## config.mk

```make
export PLATFORM = sky130hd
export DESIGN_NAME = flash_cmd_decoder
export DESIGN_NICKNAME = d
export VERILOG_FILES = /design/src/rtl/flash_cmd_pkg.sv /design/src/rtl/fcd_seq.sv /design/src/rtl/fcd_timer.sv /design/src/rtl/fcd_array.sv /design/src/rtl/flash_cmd_decoder.sv
export SDC_FILE = /design/constraint.sdc
export NUM_CORES = 1
export LEC_CHECK = 0
export BUFFER_PORTS_ARGS = -buffer_cell sky130_fd_sc_hd__buf_2
export CAP_MARGIN = 10
export CORE_MARGIN = 3
export CORE_UTILIZATION = 55
export DETAILED_ROUTE_END_ITERATION = 10
export PLACE_DENSITY_LB_ADDON = 0.05
export SETUP_SLACK_MARGIN = 0.1
export SLEW_MARGIN = 10
export SYNTH_ARGS = -nofsm -noshare
export SYNTH_HDL_FRONTEND = slang
export SYNTH_SLANG_ARGS = --single-unit
```

## constraint.sdc

```tcl
create_clock -name clk -period 7.4 [get_ports clk]
set_input_delay 1.11 -clock clk [delete_from_list [all_inputs] [get_ports clk]]
set_output_delay 1.11 -clock clk [all_outputs]
set_load 0.005 [all_outputs]
```

## src/rtl/flash_cmd_pkg.sv

```systemverilog
package flash_cmd_pkg;

    localparam int BYTE_W = 8;
    typedef logic [BYTE_W-1:0] byte_t;

    // unlock addresses (compared after width adaptation)
    localparam int UNLK_ADDR_A = 'h555;
    localparam int UNLK_ADDR_B = 'h2AA;

    // command and unlock data bytes
    localparam byte_t KEY_FIRST    = 8'hAA;
    localparam byte_t KEY_SECOND   = 8'h55;
    localparam byte_t CMD_PROGRAM  = 8'hA0;
    localparam byte_t CMD_ERS_PREP = 8'h80;
    localparam byte_t CMD_ERS_CHIP = 8'h10;
    localparam byte_t CMD_FAST_ON  = 8'h20;
    localparam byte_t CMD_FAST_OFF = 8'h90;
    localparam byte_t CMD_FAST_END = 8'h00;

    localparam byte_t ERASED_BYTE  = 8'hFF;
    localparam byte_t CLEARED_BYTE = 8'h00;

    typedef enum logic [3:0] {
        SQ_READ,
        SQ_KEY1,
        SQ_KEY2,
        SQ_PROG_DATA,
        SQ_ERS_PREP,
        SQ_ERS_KEY1,
        SQ_ERS_KEY2,
        SQ_FAST_IDLE,
        SQ_FAST_DATA,
        SQ_FAST_OFF,
        SQ_BUSY
    } seq_state_e;

    typedef enum logic [1:0] {
        OP_NONE,
        OP_PROG,
        OP_ERASE
    } op_kind_e;

    typedef struct packed {
        op_kind_e kind;
        byte_t    data;
    } op_req_t;

    // program can only clear bits
    function automatic byte_t merge_program(input byte_t old_v, input byte_t new_v);
        return old_v & new_v;
    endfunction

endpackage

```

## src/rtl/fcd_seq.sv

```systemverilog
module fcd_seq
    import flash_cmd_pkg::*;
#(
    parameter int CMD_AW = 12
) (
    input  logic              clk,
    input  logic              rst,
    input  logic              wr_en,
    input  logic [CMD_AW-1:0] wr_addr,
    input  byte_t             wr_data,
    input  logic              op_done,
    output op_req_t           req,
    output logic              fast_mode
);

    localparam logic [CMD_AW-1:0] ADDR_A = CMD_AW'(UNLK_ADDR_A);
    localparam logic [CMD_AW-1:0] ADDR_B = CMD_AW'(UNLK_ADDR_B);

    seq_state_e state_q, state_d;
    logic       fast_q, fast_d;

    logic hit_key1, hit_key2;
    logic hit_prog, hit_prep, hit_chip, hit_fast_on;

    always_comb begin
        hit_key1    = (wr_addr == ADDR_A) && (wr_data == KEY_FIRST);
        hit_key2    = (wr_addr == ADDR_B) && (wr_data == KEY_SECOND);
        hit_prog    = (wr_addr == ADDR_A) && (wr_data == CMD_PROGRAM);
        hit_prep    = (wr_addr == ADDR_A) && (wr_data == CMD_ERS_PREP);
        hit_chip    = (wr_addr == ADDR_A) && (wr_data == CMD_ERS_CHIP);
        hit_fast_on = (wr_addr == ADDR_A) && (wr_data == CMD_FAST_ON);
    end

    always_comb begin
        state_d   = state_q;
        fast_d    = fast_q;
        req.kind  = OP_NONE;
        req.data  = wr_data;
        unique case (state_q)
            SQ_READ: begin
                if (wr_en && hit_key1) state_d = SQ_KEY1;
            end
            SQ_KEY1: begin
                if (wr_en) state_d = hit_key2 ? SQ_KEY2 : SQ_READ;
            end
            SQ_KEY2: begin
                if (wr_en) begin
                    if (hit_prog) begin
                        state_d = SQ_PROG_DATA;
                    end else if (hit_prep) begin
                        state_d = SQ_ERS_PREP;
                    end else if (hit_fast_on) begin
                        state_d = SQ_FAST_IDLE;
                        fast_d  = 1'b1;
                    end else begin
                        state_d = SQ_READ;
                    end
                end
            end
            SQ_PROG_DATA: begin
                if (wr_en) begin
                    req.kind = OP_PROG;
                    state_d  = SQ_BUSY;
                end
            end
            SQ_ERS_PREP: begin
                if (wr_en) state_d = hit_key1 ? SQ_ERS_KEY1 : SQ_READ;
            end
            SQ_ERS_KEY1: begin
                if (wr_en) state_d = hit_key2 ? SQ_ERS_KEY2 : SQ_READ;
            end
            SQ_ERS_KEY2: begin
                if (wr_en) begin
                    if (hit_chip) begin
                        req.kind = OP_ERASE;
                        state_d  = SQ_BUSY;
                    end else begin
                        state_d = SQ_READ;
                    end
                end
            end
            SQ_FAST_IDLE: begin
                if (wr_en) begin
                    if (wr_data == CMD_PROGRAM)       state_d = SQ_FAST_DATA;
                    else if (wr_data == CMD_FAST_OFF) state_d = SQ_FAST_OFF;
                end
            end
            SQ_FAST_DATA: begin
                if (wr_en) begin
                    req.kind = OP_PROG;
                    state_d  = SQ_BUSY;
                end
            end
            SQ_FAST_OFF: begin
                if (wr_en) begin
                    if (wr_data == CMD_FAST_END) begin
                        fast_d  = 1'b0;
                        state_d = SQ_READ;
                    end else begin
                        state_d = SQ_FAST_IDLE;
                    end
                end
            end
            SQ_BUSY: begin
                if (op_done) state_d = fast_q ? SQ_FAST_IDLE : SQ_READ;
            end
            default: begin
                state_d = SQ_READ;
                fast_d  = 1'b0;
            end
        endcase
    end

    always_ff @(posedge clk) begin
        if (rst) begin
            state_q <= SQ_READ;
            fast_q  <= 1'b0;
        end else begin
            state_q <= state_d;
            fast_q  <= fast_d;
        end
    end

    assign fast_mode = fast_q;

endmodule

```

## src/rtl/fcd_timer.sv

```systemverilog
module fcd_timer
    import flash_cmd_pkg::*;
#(
    parameter int PGM_CYC = 8,
    parameter int ERS_CYC = 32
) (
    input  logic     clk,
    input  logic     rst,
    input  op_kind_e start_kind,
    output logic     busy,
    output logic     done
);

    localparam int LONGEST = (ERS_CYC > PGM_CYC) ? ERS_CYC : PGM_CYC;
    localparam int CNT_W   = $clog2(LONGEST + 1);
    localparam logic [CNT_W-1:0] PGM_LOAD = CNT_W'(PGM_CYC);
    localparam logic [CNT_W-1:0] ERS_LOAD = CNT_W'(ERS_CYC);
    localparam logic [CNT_W-1:0] ONE      = CNT_W'(1);

    logic [CNT_W-1:0] remain_q;

    always_ff @(posedge clk) begin
        if (rst) begin
            remain_q <= '0;
        end else begin
            unique case (start_kind)
                OP_PROG:  remain_q <= PGM_LOAD;
                OP_ERASE: remain_q <= ERS_LOAD;
                default: begin
                    if (remain_q != '0) remain_q <= remain_q - ONE;
                end
            endcase
        end
    end

    assign busy = (remain_q != '0);
    assign done = (remain_q == ONE);

endmodule

```

## src/rtl/fcd_array.sv

```systemverilog
module fcd_array
    import flash_cmd_pkg::*;
#(
    parameter int ARR_AW = 4
) (
    input  logic              clk,
    input  logic              rst,
    input  op_req_t           req,
    input  logic [ARR_AW-1:0] req_addr,
    input  logic              op_done,
    input  logic [ARR_AW-1:0] rd_addr,
    output byte_t             rd_data
);

    localparam int DEPTH = 1 << ARR_AW;

    byte_t             cells [DEPTH];
    op_kind_e          pend_kind_q;
    logic [ARR_AW-1:0] pend_addr_q;
    byte_t             pend_data_q;

    always_ff @(posedge clk) begin
        if (rst) begin
            pend_kind_q <= OP_NONE;
            pend_addr_q <= '0;
            pend_data_q <= CLEARED_BYTE;
        end else begin
            if (req.kind != OP_NONE) begin
                pend_kind_q <= req.kind;
                pend_addr_q <= req_addr;
                pend_data_q <= req.data;
            end else if (op_done) begin
                pend_kind_q <= OP_NONE;
            end

            // erase phase one: preprogram everything to zero
            if (req.kind == OP_ERASE) begin
                for (int i = 0; i < DEPTH; i++) cells[i] <= CLEARED_BYTE;
            end

            if (op_done) begin
                if (pend_kind_q == OP_PROG) begin
                    cells[pend_addr_q] <= merge_program(cells[pend_addr_q], pend_data_q);
                end else if (pend_kind_q == OP_ERASE) begin
                    // erase phase two: whole array back to ones
                    for (int i = 0; i < DEPTH; i++) cells[i] <= ERASED_BYTE;
                end
            end
        end
    end

    assign rd_data = cells[rd_addr];

endmodule

```

## src/rtl/flash_cmd_decoder.sv

```systemverilog
module flash_cmd_decoder
    import flash_cmd_pkg::*;
#(
    parameter int CMD_AW  = 12,
    parameter int ARR_AW  = 4,
    parameter int PGM_CYC = 8,
    parameter int ERS_CYC = 32
) (
    input  logic              clk,
    input  logic              rst,
    input  logic              wr_en,
    input  logic [CMD_AW-1:0] wr_addr,
    input  logic [7:0]        wr_data,
    input  logic [ARR_AW-1:0] rd_addr,
    output logic [7:0]        rd_data,
    output logic              busy,
    output logic              bypass_active
);

    op_req_t req;
    logic    op_done;

    fcd_seq #(.CMD_AW(CMD_AW)) u_seq (
        .clk       (clk),
        .rst       (rst),
        .wr_en     (wr_en),
        .wr_addr   (wr_addr),
        .wr_data   (wr_data),
        .op_done   (op_done),
        .req       (req),
        .fast_mode (bypass_active)
    );

    fcd_timer #(.PGM_CYC(PGM_CYC), .ERS_CYC(ERS_CYC)) u_timer (
        .clk        (clk),
        .rst        (rst),
        .start_kind (req.kind),
        .busy       (busy),
        .done       (op_done)
    );

    fcd_array #(.ARR_AW(ARR_AW)) u_array (
        .clk      (clk),
        .rst      (rst),
        .req      (req),
        .req_addr (wr_addr[ARR_AW-1:0]),
        .op_done  (op_done),
        .rd_addr  (rd_addr),
        .rd_data  (rd_data)
    );

endmodule

```

After elaboration in Yosys (flattened, before gate mapping)
Memory sizes are Yosys's and may differ from the RTL's. A register that Yosys moved wholly into a read port is not among the register bits.
Index checks and enable logic that the tools add are counted.
{"block": "word_totals", "register_bits": 25, "ram_bits": 128, "inputBits": 27, "output_inout_bits": 10, "memories": 1}
{"memory": "u_array.cells", "depth": 16, "width": 8, "read_ports": 2, "rd_ports_with_merged_regs": 1, "write_ports": 17, "line": "fcd_array.sv:17", "rtl": "byte_t cells [DEPTH];"}
{"block": "classes", "add_sub_neg": 1, "eq_ne": 39, "muxes": 67, "bitwise_logic": 18, "n_reduce_logical": 17}
{"op": "$mux 8", "count": 16}
{"op": "$mux 4", "count": 17}
{"op": "$pmux 4 s10", "count": 1}
{"op": "$eq 8x8->1 const B", "count": 4}
{"op": "$ne 2x2->1 const B", "count": 10}
{"op": "$mux 1", "count": 19}
{"op": "$eq 4x3->1 const B", "count": 4}
{"op": "$or 1x1->1", "count": 16}
{"op": "$mux 3", "count": 5}
{"op": "$eq 12x10->1 const B", "count": 1}
{"op": "$eq 12x11->1 const B", "count": 1}
{"op": "$eq 4x4->1 const B", "count": 3}
{"op": "$pmux 6 s2", "count": 1}
{"op": "$reduce_and 11->1", "count": 1}
{"op": "$mux 2", "count": 5}
{"op": "$reduce_or 9->1", "count": 1}
{"op": "$and 8x8->8", "count": 1}
{"op": "$eq 4x2->1 const B", "count": 2}
{"op": "$eq 8x5->1 const B", "count": 1}
{"op": "$eq 8x6->1 const B", "count": 1}
{"op": "$eq 8x7->1 const B", "count": 1}
{"op": "$logic_not 8->1", "count": 1}
{"op": "$ne 2x1->1 const B", "count": 4}
{"op": "$logic_and 1x1->1", "count": 7}
{"op": "16 further kinds", "count": 19}

Longest topological paths before layout
Gate-level depths: netlist (run 1).
{"block": "logic_depth", "depth_word": 10, "ltp_mapped": 12}

By module
A second synthesis (run 1) with hierarchy kept.
{"block": "hier_totals", "hier_cells": 1071, "area_unflattened_um2": 10689.0}
{"mod": "fcd_array", "n_inst": 1, "cells_per_inst": 927, "area_each_um2": 9515.4, "seq_area_each_um2": 4204.0}
{"mod": "fcd_seq", "n_inst": 1, "cells_per_inst": 93, "area_each_um2": 747.0, "seq_area_each_um2": 100.1}
{"mod": "fcd_timer", "n_inst": 1, "cells_per_inst": 51, "area_each_um2": 426.7, "seq_area_each_um2": 120.1}

Least setup slack after synthesis (run 1)
No wires, ideal clock.
{"block": "synth_timing", "kind": "in2out", "startpoint": "in rd_addr[0]", "endpoint": "out rd_data[0]", "arrival_time_ns": 2.623, "path_slack_ns": 3.667, "cell_stages": 4, "path_buffers": 2, "cell_sequence": "clkbuf_1 > buf_2 > mux4_2 > mux4_2"}
{"block": "synth_between", "elab_chain_cells": 1}
{"element": "start: declaration", "line": "flash_cmd_decoder.sv:14", "rtl": "input logic [ARR_AW-1:0] rd_addr,"}
{"element": "$mem_v2 16x8"}
{"element": "end: declaration", "line": "flash_cmd_decoder.sv:15", "rtl": "output logic [7:0] rd_data,"}
Every way passes these cells.

Worst setup path after layout (run 1)
{"block": "layout_timing", "startpoint": "in rd_addr[0]", "endpoint": "out rd_data[4]"}
The elaborated chain is that of the path after synthesis.

==> impl_metrics.ini, run 1 <==
[floorplan]
boundaryPins = 37
die_w_um = 132
num_rows = 45
initial_utilization_pct = 57.0
die_height_um = 132
die_area_mm2 = 0.0176
coreArea_mm2 = 0.0154

[clock_network]
clkTransAtPathRegs_ns = 0.06
clockRootBuffer = clkbuf_16
cts_num_sinks = 157
ctsResizeCount = 0
cts_buffers = 17
postCtsHoldBufs = 0
htree_levels = 4
cts_tree = done
clk_path_buf_depth = 2
clk_latency_ns = 0.43
post_cts_buffers = 0

[placed_design]
place_area_mm2 = 0.00894
dp_slack_ns = 2.99
io_buffers = 36
gp_congestion = 0.864
hpwlAfterDp_um = 16300

[detailed_routing]
drt_wl_total_um = 22500
wire_per_inst_um = 25.7
vias_per_cell = 6.84
vias = 5993
drt_iter0_drc = 774
drc = 0
dr.pass1.iters = 5
antenna_left = 0

[cells_and_area]
layout-drive-gt1-share_pct = 24.2
fin_area_mm2 = 0.00954
n_antenna_cell = 0
syn_to_final_growth_pct = 8.39
nFillCells = 1198
finalNetCount = 685

[yosys]
syn_inst = 648
ys_warn_count = 0
netlist_area_mm2 = 0.00880
ys_seq_elements = 157
synth_nets = 681
synth-seq-area-share_pct = 50.3
syn_avg_cell_area_um2 = 13.6
ys_types = 60
async_reset_ff_share_pct = 0
synth_ff_type = edfxtp_1
synth_edf_count = 128

[timing]
hold_viol = 0
worst_pin_slew_ns = 1.13
fmax_ghz = 0.228
finalSetupViolations = 0
fin_ws_ns = 3.02
fin_crit_sh_pct = 59.2
rsz0062_at_grt = no
tns_ns = 0
slew_violations = 0
relSlewSlack_pct = 24.7
finalClockSkew_ns = 0.00987
period_needed_ns = 4.38

[worst_setup_path]
worstPathArrival_ns = 3.27
rrSetupSlack_ns = 3.98
crit_fanout = 32
worstSetupPathType = input pin to primary output
crit_path_start_kind = input pin
cp-end-kind = primary output
reg2reg_from = u_seq.state_q[0]
ff2ff_path_depth = 6
cp.required_ns = 6.29
crit_start = rd_addr[0]

[power_and_ir_drop]
seqPwrFrac_pct = 48.2
netSwitchingFraction_pct = 23.2
pwr-share-comb_pct = 8.3
intPower_mw = 1.55
p_leak_nw = 3.69
powerDensity_mw_per_mm2 = 211
power_switching_mw = 0.468
vdd_ir_drop_max_uv = 182
power_frac_clock_pct = 43.5

[worst_hold_path]
hold_depth = 2
hold_start = u_array.pend_kind_q[1]
hold_path_class = flop to flop

[run]
max-cap-violations = 0

[global_routing]
overflow = 0
grt_usage_pct = 26.3
grt_pass1_wl_um = 34900
antenna_found_initial = 0
grt_max_degree = 81
grt_pass1_vias = 5677

[status]
status = completed
## cells in the mapped netlist, drive strengths merged, types with 2 or more instances
| master | instances | share of area [%] |
|---|---|---|
| or3 | 8 | 0.57 |
| and3 | 2 | 0.14 |
| or4 | 2 | 0.17 |
| nand3 | 8 | 0.46 |
| inv | 8 | 0.34 |
| nor4 | 8 | 1.2 |
| nor4bb | 7 | 0.80 |
| nand4 | 4 | 0.28 |
| edfxtp | 128 | 44 |
| mux4 | 80 | 21 |
| o31ai | 2 | 0.17 |
| a22oi | 2 | 0.17 |
| nor4b | 4 | 0.40 |
| a21oi | 62 | 3.5 |
| a21o | 2 | 0.17 |
| nand2 | 36 | 2.1 |
| nor2b | 5 | 0.36 |
| dfxtp | 29 | 6.6 |
| a211oi | 2 | 0.17 |
| nor3b | 3 | 0.26 |
| xnor2 | 2 | 0.20 |
| buf | 28 | 2.5 |
| nor3 | 16 | 1.4 |
| nand3b | 4 | 0.48 |
| clkbuf | 25 | 1.1 |
| a31oi | 4 | 0.28 |
| nor2 | 41 | 1.9 |
| nand2b | 3 | 0.21 |
| mux2i | 13 | 1.5 |
| ha | 6 | 0.85 |
| and4b | 2 | 0.23 |
| o21ai | 87 | 5.0 |
## per-layer routing
layer	vias up	global-route usage [%]	routed length, µm
li1	2625	-	-
met1	3028	36.7	9150
met2	310	43.6	11300
met3	30	4.56	1620
met4	0	6.93	359
met5	-	0	0
## area by class of cell
class                      count  area (µm²)  area share, %
clock buffer                  20         437           4.58
inverter                       8        30.0          0.315
tap                          211         264           2.77
clock inverter                12         145           1.52
multi-input combinational    430        4030           42.2
timing repair buffer          38         208           2.18
sequential                   157        4430           46.4
## worst max-delay path: stages
cell and delay, ns:
buf_2 0.83, mux4_2 0.65, mux4_2 0.51, buf_2 0.15
## metrics by stage
stage,instances,hold slack (ns),utilization [%],power (mW)
after global placement,843,0.498,57.9,1.16
after global routing,876,0.572,61.8,2.08
after detailed placement,843,0.510,57.9,1.16
final,876,0.519,61.8,2.02
after floorplan,648,0.477,-,1.12
after CTS,875,0.520,61.7,2.03
## power groups by stage
stage / clock network, mW / logic, mW / registers, mW
final: 0.877 / 0.168 / 0.972
after global routing: 0.917 / 0.188 / 0.974
after CTS: 0.884 / 0.171 / 0.972
after detailed placement: 0 / 0.170 / 0.990
after global placement: 0 / 0.167 / 0.989
after floorplan: 0 / 0.135 / 0.984
## cell usage in the layout, fill, tap and decap left out, types with 4 or more instances in the layout
cell | netlist | layout
nand2_1 | 27 | 27
nor2_2 | 6 | 6
o21ai_0 | 54 | 54
nor3_4 | 4 | 4
nand4_1 | 4 | 4
inv_1 | 8 | 8
a31oi_1 | 4 | 4
nand3_1 | 8 | 8
o21ai_1 | 32 | 32
nor3_1 | 12 | 12
mux4_2 | 66 | 66
nor2b_1 | 5 | 5
a21oi_1 | 62 | 62
edfxtp_1 | 128 | 128
dfxtp_1 | 29 | 28
nand2_4 | 6 | 6
ha_1 | 6 | 6
nor4bb_1 | 7 | 7
nor4b_1 | 4 | 4
nor4_1 | 4 | 4
mux4_1 | 14 | 14
clkbuf_16 | 0 | 17
mux2i_1 | 13 | 13
or3_1 | 8 | 8
nor2_1 | 35 | 35
buf_2 | 7 | 36
## path summary, 6_finish.rpt
path	end
setup / recovery	rd_data[4]
hold / removal	u_array.pend_kind_q[1]
setup reg to reg	u_array.cells[5][1]
hold reg to reg	u_array.pend_kind_q[1]
## flip-flops by register name, summed over array words and instances, names as in the netlist, named ones only
register             count
u_array.pend_kind_q      2
u_timer.remain_q         6
u_array.pend_addr_q      4
u_array.pend_data_q      8
u_seq.state_q            4
u_seq.fast_mode          1
u_array.cells          128
## kinds of logic after synthesis
logic type / Yosys count / synth area share, %
compound gates: 170 / 10.5
xor+xnor: 3 / 0.299
fa+ha+maj: 6 / 0.853
buf+inv: 61 / 3.94
flops: 157 / 50.3
mux: 93 / 22.6
simple gates: 158 / 11.6
Power figures use the tool's default switching activity.
==> inputs of run 2 (changes only) <==
clock period = 3.7 ns   (was 7.4 ns; I/O delays follow)
==> run 2 against run 1 <==
Effect of this change:
- cell count is 1.6% higher
- register-to-register slack worse by 3.2 ns
- global-route usage increased by 1.5 points
- critical path depth unchanged
- combinational power rose by 120%
- cell area is 1.5% higher
- setup slack got worse by 2.2 ns
- clock skew grew 0.0013 ns
- count of clock-buffer cells in the layout unchanged
==> impl_metrics.ini, run 2 (same netlist as run 1, synthesis figures left out) <==
[status]
status = completed

[timing]
fin_crit_sh_pct = 78.4
worst_pin_slew_ns = 0.896
rsz0062_at_grt = no
fin_ws_ns = 0.798
tns_ns = 0
relSlewSlack_pct = 40.3
finalClockSkew_ns = 0.0112
finalSetupViolations = 0
holdWs_ns = 0.425
slew_violations = 0
fmax_ghz = 0.345
hold_viol = 0
period_needed_ns = 2.90

[placed_design]
dp_slack_ns = 0.517
hpwlAfterDp_um = 16900
gp_congestion = 0.927
io_buffers = 36

[floorplan]
num_rows = 45
initial_utilization_pct = 57.0
boundaryPins = 37
die_area_mm2 = 0.0176
coreArea_mm2 = 0.0154
die_height_um = 132
die_w_um = 132

[cells_and_area]
final_common_cell = edfxtp_1
largest_register_ffs = 128
final_core_util_pct = 62.8
finalNetCount = 699
layout_common_cells = edfxtp_1 (128), mux4_2 (66), a21oi_1 (62), o21ai_0 (54), buf_2 (36)
top_regs = u_array.cells x128, u_array.pend_data_q x8, u_timer.remain_q x6
nFillCells = 1214
layout-drive-gt1-share_pct = 26.2
n_antenna_cell = 0
syn_to_final_growth_pct = 10.1
top_register = u_array.cells

[worst_setup_path]
cp-end-kind = primary output
cp.required_ns = 3.14
crit_path_start_kind = input pin
worstPathArrival_ns = 2.35
ff2ff_path_depth = 5
crit_fanout = 32
crit_start = rd_addr[1]
worstSetupPathType = input pin to primary output
rrSetupSlack_ns = 0.82
rr_endpoint = u_array.cells[8][7]

[global_routing]
grt_pass1_wl_um = 36400
overflow = 0
grt_pass1_vias = 5865
antenna_found_initial = 0
grt_usage_pct = 27.8
grt_max_degree = 42

[clock_network]
clkTransAtPathRegs_ns = 0.06
clockRootBuffer = clkbuf_16
clk_path_buf_depth = 2
cts_tree = done
cts_num_sinks = 157
clk_latency_ns = 0.43
post_cts_buffers = 0
postCtsHoldBufs = 0
htree_levels = 4
cts_buffers = 17
ctsResizeCount = 0

[detailed_routing]
dr.pass1.iters = 7
drc = 0
wl_met3_um = 2230
vias = 6151
antenna_left = 0
wl_met1_um = 9220
drt_iter0_drc = 846
top_layer = met4
vias_per_cell = 6.91
drt_wl_total_um = 24000
wire_per_inst_um = 26.9
met2WireLength_um = 11700

[worst_hold_path]
hold_path_class = input pin to flop
hold_start = wr_data[0]
min_to = u_array.pend_data_q[0]
hold_depth = 3

[power_and_ir_drop]
vdd_ir_drop_max_uv = 338
powerDensity_mw_per_mm2 = 425
p_leak_nw = 3.35

[run]
max-cap-violations = 0
[run 2: cell count changes in the layout (fill, tap and decap cells not counted), sizes merged]
cell      previous run  this run
buf                 38        52
clkinv               7         3
clkinvlp             1         3
inv                  9        11
[run 2: routing by layer]
metal	vias up	GRT usage, %
met4	0	9.47
met3	55	6.54
met5	-	0
met2	396	45.0
met1	3045	37.5
li1	2655	-
[run 2: worst max path at each step]
stage                           endpoint  slack, ns  depth (start not counted)
global placement     u_array.cells[1][7]       0.62                          9
global route        u_array.cells[14][3]       0.61                          6
finish                        rd_data[3]       0.80                          4
floorplan           u_array.cells[13][7]       0.79                          9
CTS                  u_array.cells[8][7]       0.83                          5
detailed placement   u_array.cells[1][3]       0.52                          9
[run 2: report_power, final]
part	total [mW]	switching, mW	internal [mW]
Combinational	0.374	0.214	0.160
Clock	1.80	0.730	1.07
Sequential	1.94	0.0359	1.91
[run 2: layout make-up]
| type | count | area [µm²] | area share, % |
|---|---|---|---|
| Sequential cell | 157 | 4430 | 45.7 |
| Clock buffer | 20 | 437 | 4.51 |
| Clock inverter | 12 | 161 | 1.67 |
| Inverter | 8 | 30.0 | 0.310 |
| Multi-Input combinational cell | 430 | 4030 | 41.6 |
| Tap cell | 211 | 264 | 2.73 |
| Timing Repair Buffer | 52 | 338 | 3.49 |
[run 2: metrics by stage]
step	area, µm²	instances	total power [mW]
2_1_floorplan	8800	648	2.26
3_3_place_gp	9090	858	2.34
3_5_place_dp	9090	858	2.36
4_1_cts	9680	890	4.12
5_1_grt	9680	890	4.24
6_report	9680	890	4.12
[run 2: worst max-delay path, cell delays in order]
cell,delay [ns]
buf_2,0.68
mux4_2,0.46
mux4_2,0.49
buf_2,0.15
==> inputs of run 3 (changes only) <==
clock period = 2.7 ns   (was 3.7 ns; I/O delays follow)
==> run 3 against run 2 <==
Effect of this change:
- power is 39% higher
- clock skew is 0.0014 ns higher
- cell area is 5.6% higher
- via count is 1.2% higher
- first-iteration DRC count is 20% lower
- combinational power is 49% higher
==> impl_metrics.ini, run 3 (same netlist as run 1, synthesis figures left out) <==
[detailed_routing]
vias = 6227
drt_wl_total_um = 23800
drc = 0
antenna_left = 0
wire_per_inst_um = 25.6
drt_iter0_drc = 680
vias_per_cell = 6.70
dr.pass1.iters = 6

[global_routing]
grt_usage_pct = 28.0
grt_max_degree = 81
antenna_found_initial = 0
grt_pass1_wl_um = 37200
grt_pass1_vias = 6130
overflow = 0

[floorplan]
die_w_um = 132
initial_utilization_pct = 57.0
die_area_mm2 = 0.0176
coreArea_mm2 = 0.0154
num_rows = 45
die_height_um = 132
boundaryPins = 37

[timing]
slew_violations = 0
rsz0062_at_grt = no
fmax_ghz = 0.400
hold_viol = 0
fin_crit_sh_pct = 92.6
worst_pin_slew_ns = 0.838
finalSetupViolations = 0
finalClockSkew_ns = 0.0125
relSlewSlack_pct = 44.1
period_needed_ns = 2.50

[placed_design]
gp_congestion = 0.914
placed_cells = 897
io_buffers = 36
hpwlAfterDp_um = 17100

[cells_and_area]
layout-drive-gt1-share_pct = 31.5
top_regs = u_array.cells x128, u_array.pend_data_q x8, u_timer.remain_q x6
layout_common_cells = edfxtp_1 (128), mux4_2 (67), a21oi_1 (62), o21ai_0 (54), buf_4 (39)
n_antenna_cell = 0
largest_register_ffs = 128
final_common_cell = edfxtp_1
top_register = u_array.cells
stdcell_count = 929
finalNetCount = 738
syn_to_final_growth_pct = 16.2

[worst_setup_path]
cp-end-kind = flop
ff2ff_path_depth = 5
crit_fanout = 16
cp-endpoint = u_array.cells[9][6]
worstPathArrival_ns = 2.63
rrSetupSlack_ns = 0.20
rr_endpoint = u_array.cells[9][6]
cp.required_ns = 2.83
worstSetupPathType = flop to flop
crit_path_start_kind = flop

[status]
status = completed

[run]
max-cap-violations = 0

[power_and_ir_drop]
power.total_mw = 5.73
vdd_ir_drop_max_uv = 480
p_leak_nw = 3.59
powerDensity_mw_per_mm2 = 560

[clock_network]
htree_levels = 4
clk_path_buf_depth = 2
cts_num_sinks = 157
clk_latency_ns = 0.44
cts_buffers = 17
cts_tree = done
clockRootBuffer = clkbuf_16
clkTransAtPathRegs_ns = 0.07

[worst_hold_path]
hold_path_class = input pin to flop
## run 3: changes by cell type in the layout (fill, tap and decap cells not counted), sizes merged
cell,previous run,this run
clkinvlp,3,2
buf,52,91
clkinv,3,4
clkbuf,20,18
inv,11,13
## run 3: worst max-delay path, stage by stage (launching register included)
cell	delay, ns
dfxtp_2	0.38
buf_12	0.18
mux4_2	0.57
mux4_2	0.54
nand2_2	0.35
o21ai_0	0.17
## run 3: cell type report
type                    count  area (µm²)
multi-input cells         430        4100
repair buffers             91         793
clock inverters            14         181
well taps                 211         264
flip-flops and latches    157        4430
inverters                   8        30.0
fillers                  1154        5200
clock buffers              18         429
## run 3: worst min-delay path by stage
stage | from | slack (ns) | cells past startpoint | to
floorplan | u_array.pend_kind_q[1] | 0.48 | 2 | u_array.pend_kind_q[1]
global placement | u_array.pend_kind_q[1] | 0.50 | 2 | u_array.pend_kind_q[1]
detailed placement | u_array.pend_kind_q[1] | 0.50 | 2 | u_array.pend_kind_q[1]
CTS | rst | 0.23 | 2 | u_timer.remain_q[2]
global route | rst | 0.25 | 2 | u_timer.remain_q[2]
finish | rst | 0.24 | 2 | u_timer.remain_q[2]
## run 3: power by group
| part | total [mW] | switching (mW) | internal, mW |
|---|---|---|---|
| clock network | 2.51 | 1.04 | 1.47 |
| registers | 2.66 | 0.0433 | 2.61 |
| logic | 0.559 | 0.313 | 0.247 |
| total | 5.73 | 1.39 | 4.33 |
## run 3: routing by layer
metal	track usage [%]	routed length, µm	up-vias
li1	-	-	2731
met1	38.5	9690	3164
met2	45.2	11700	292
met3	5.06	1800	40
met4	10.5	598	0
met5	0	0	-
## run 3: timing repair
action / 4_1_cts / 5_1_grt
buffers inserted: 0 / 0
resized for setup: 1 / 13
hold buffers: 0 / 0
gates cloned: 0 / 0
setup endpoints to repair: 9 / 185
pin swaps: 0 / 3
## run 3: stage by stage
step | setup WS, ns | hold slack (ns) | util [%] | cell area (µm²) | setup TNS, ns
2_1_floorplan | 0.178 | 0.477 | - | 8810 | 0
5_1_grt | 0.0996 | 0.246 | 66.3 | 10200 | 0
4_1_cts | 0.0846 | 0.229 | 65.9 | 10200 | 0
3_5_place_dp | -0.240 | 0.500 | 61.9 | 9550 | -21.01
3_3_place_gp | -0.103 | 0.496 | 61.9 | 9550 | -8.61
6_report | 0.199 | 0.242 | 66.3 | 10200 | 0
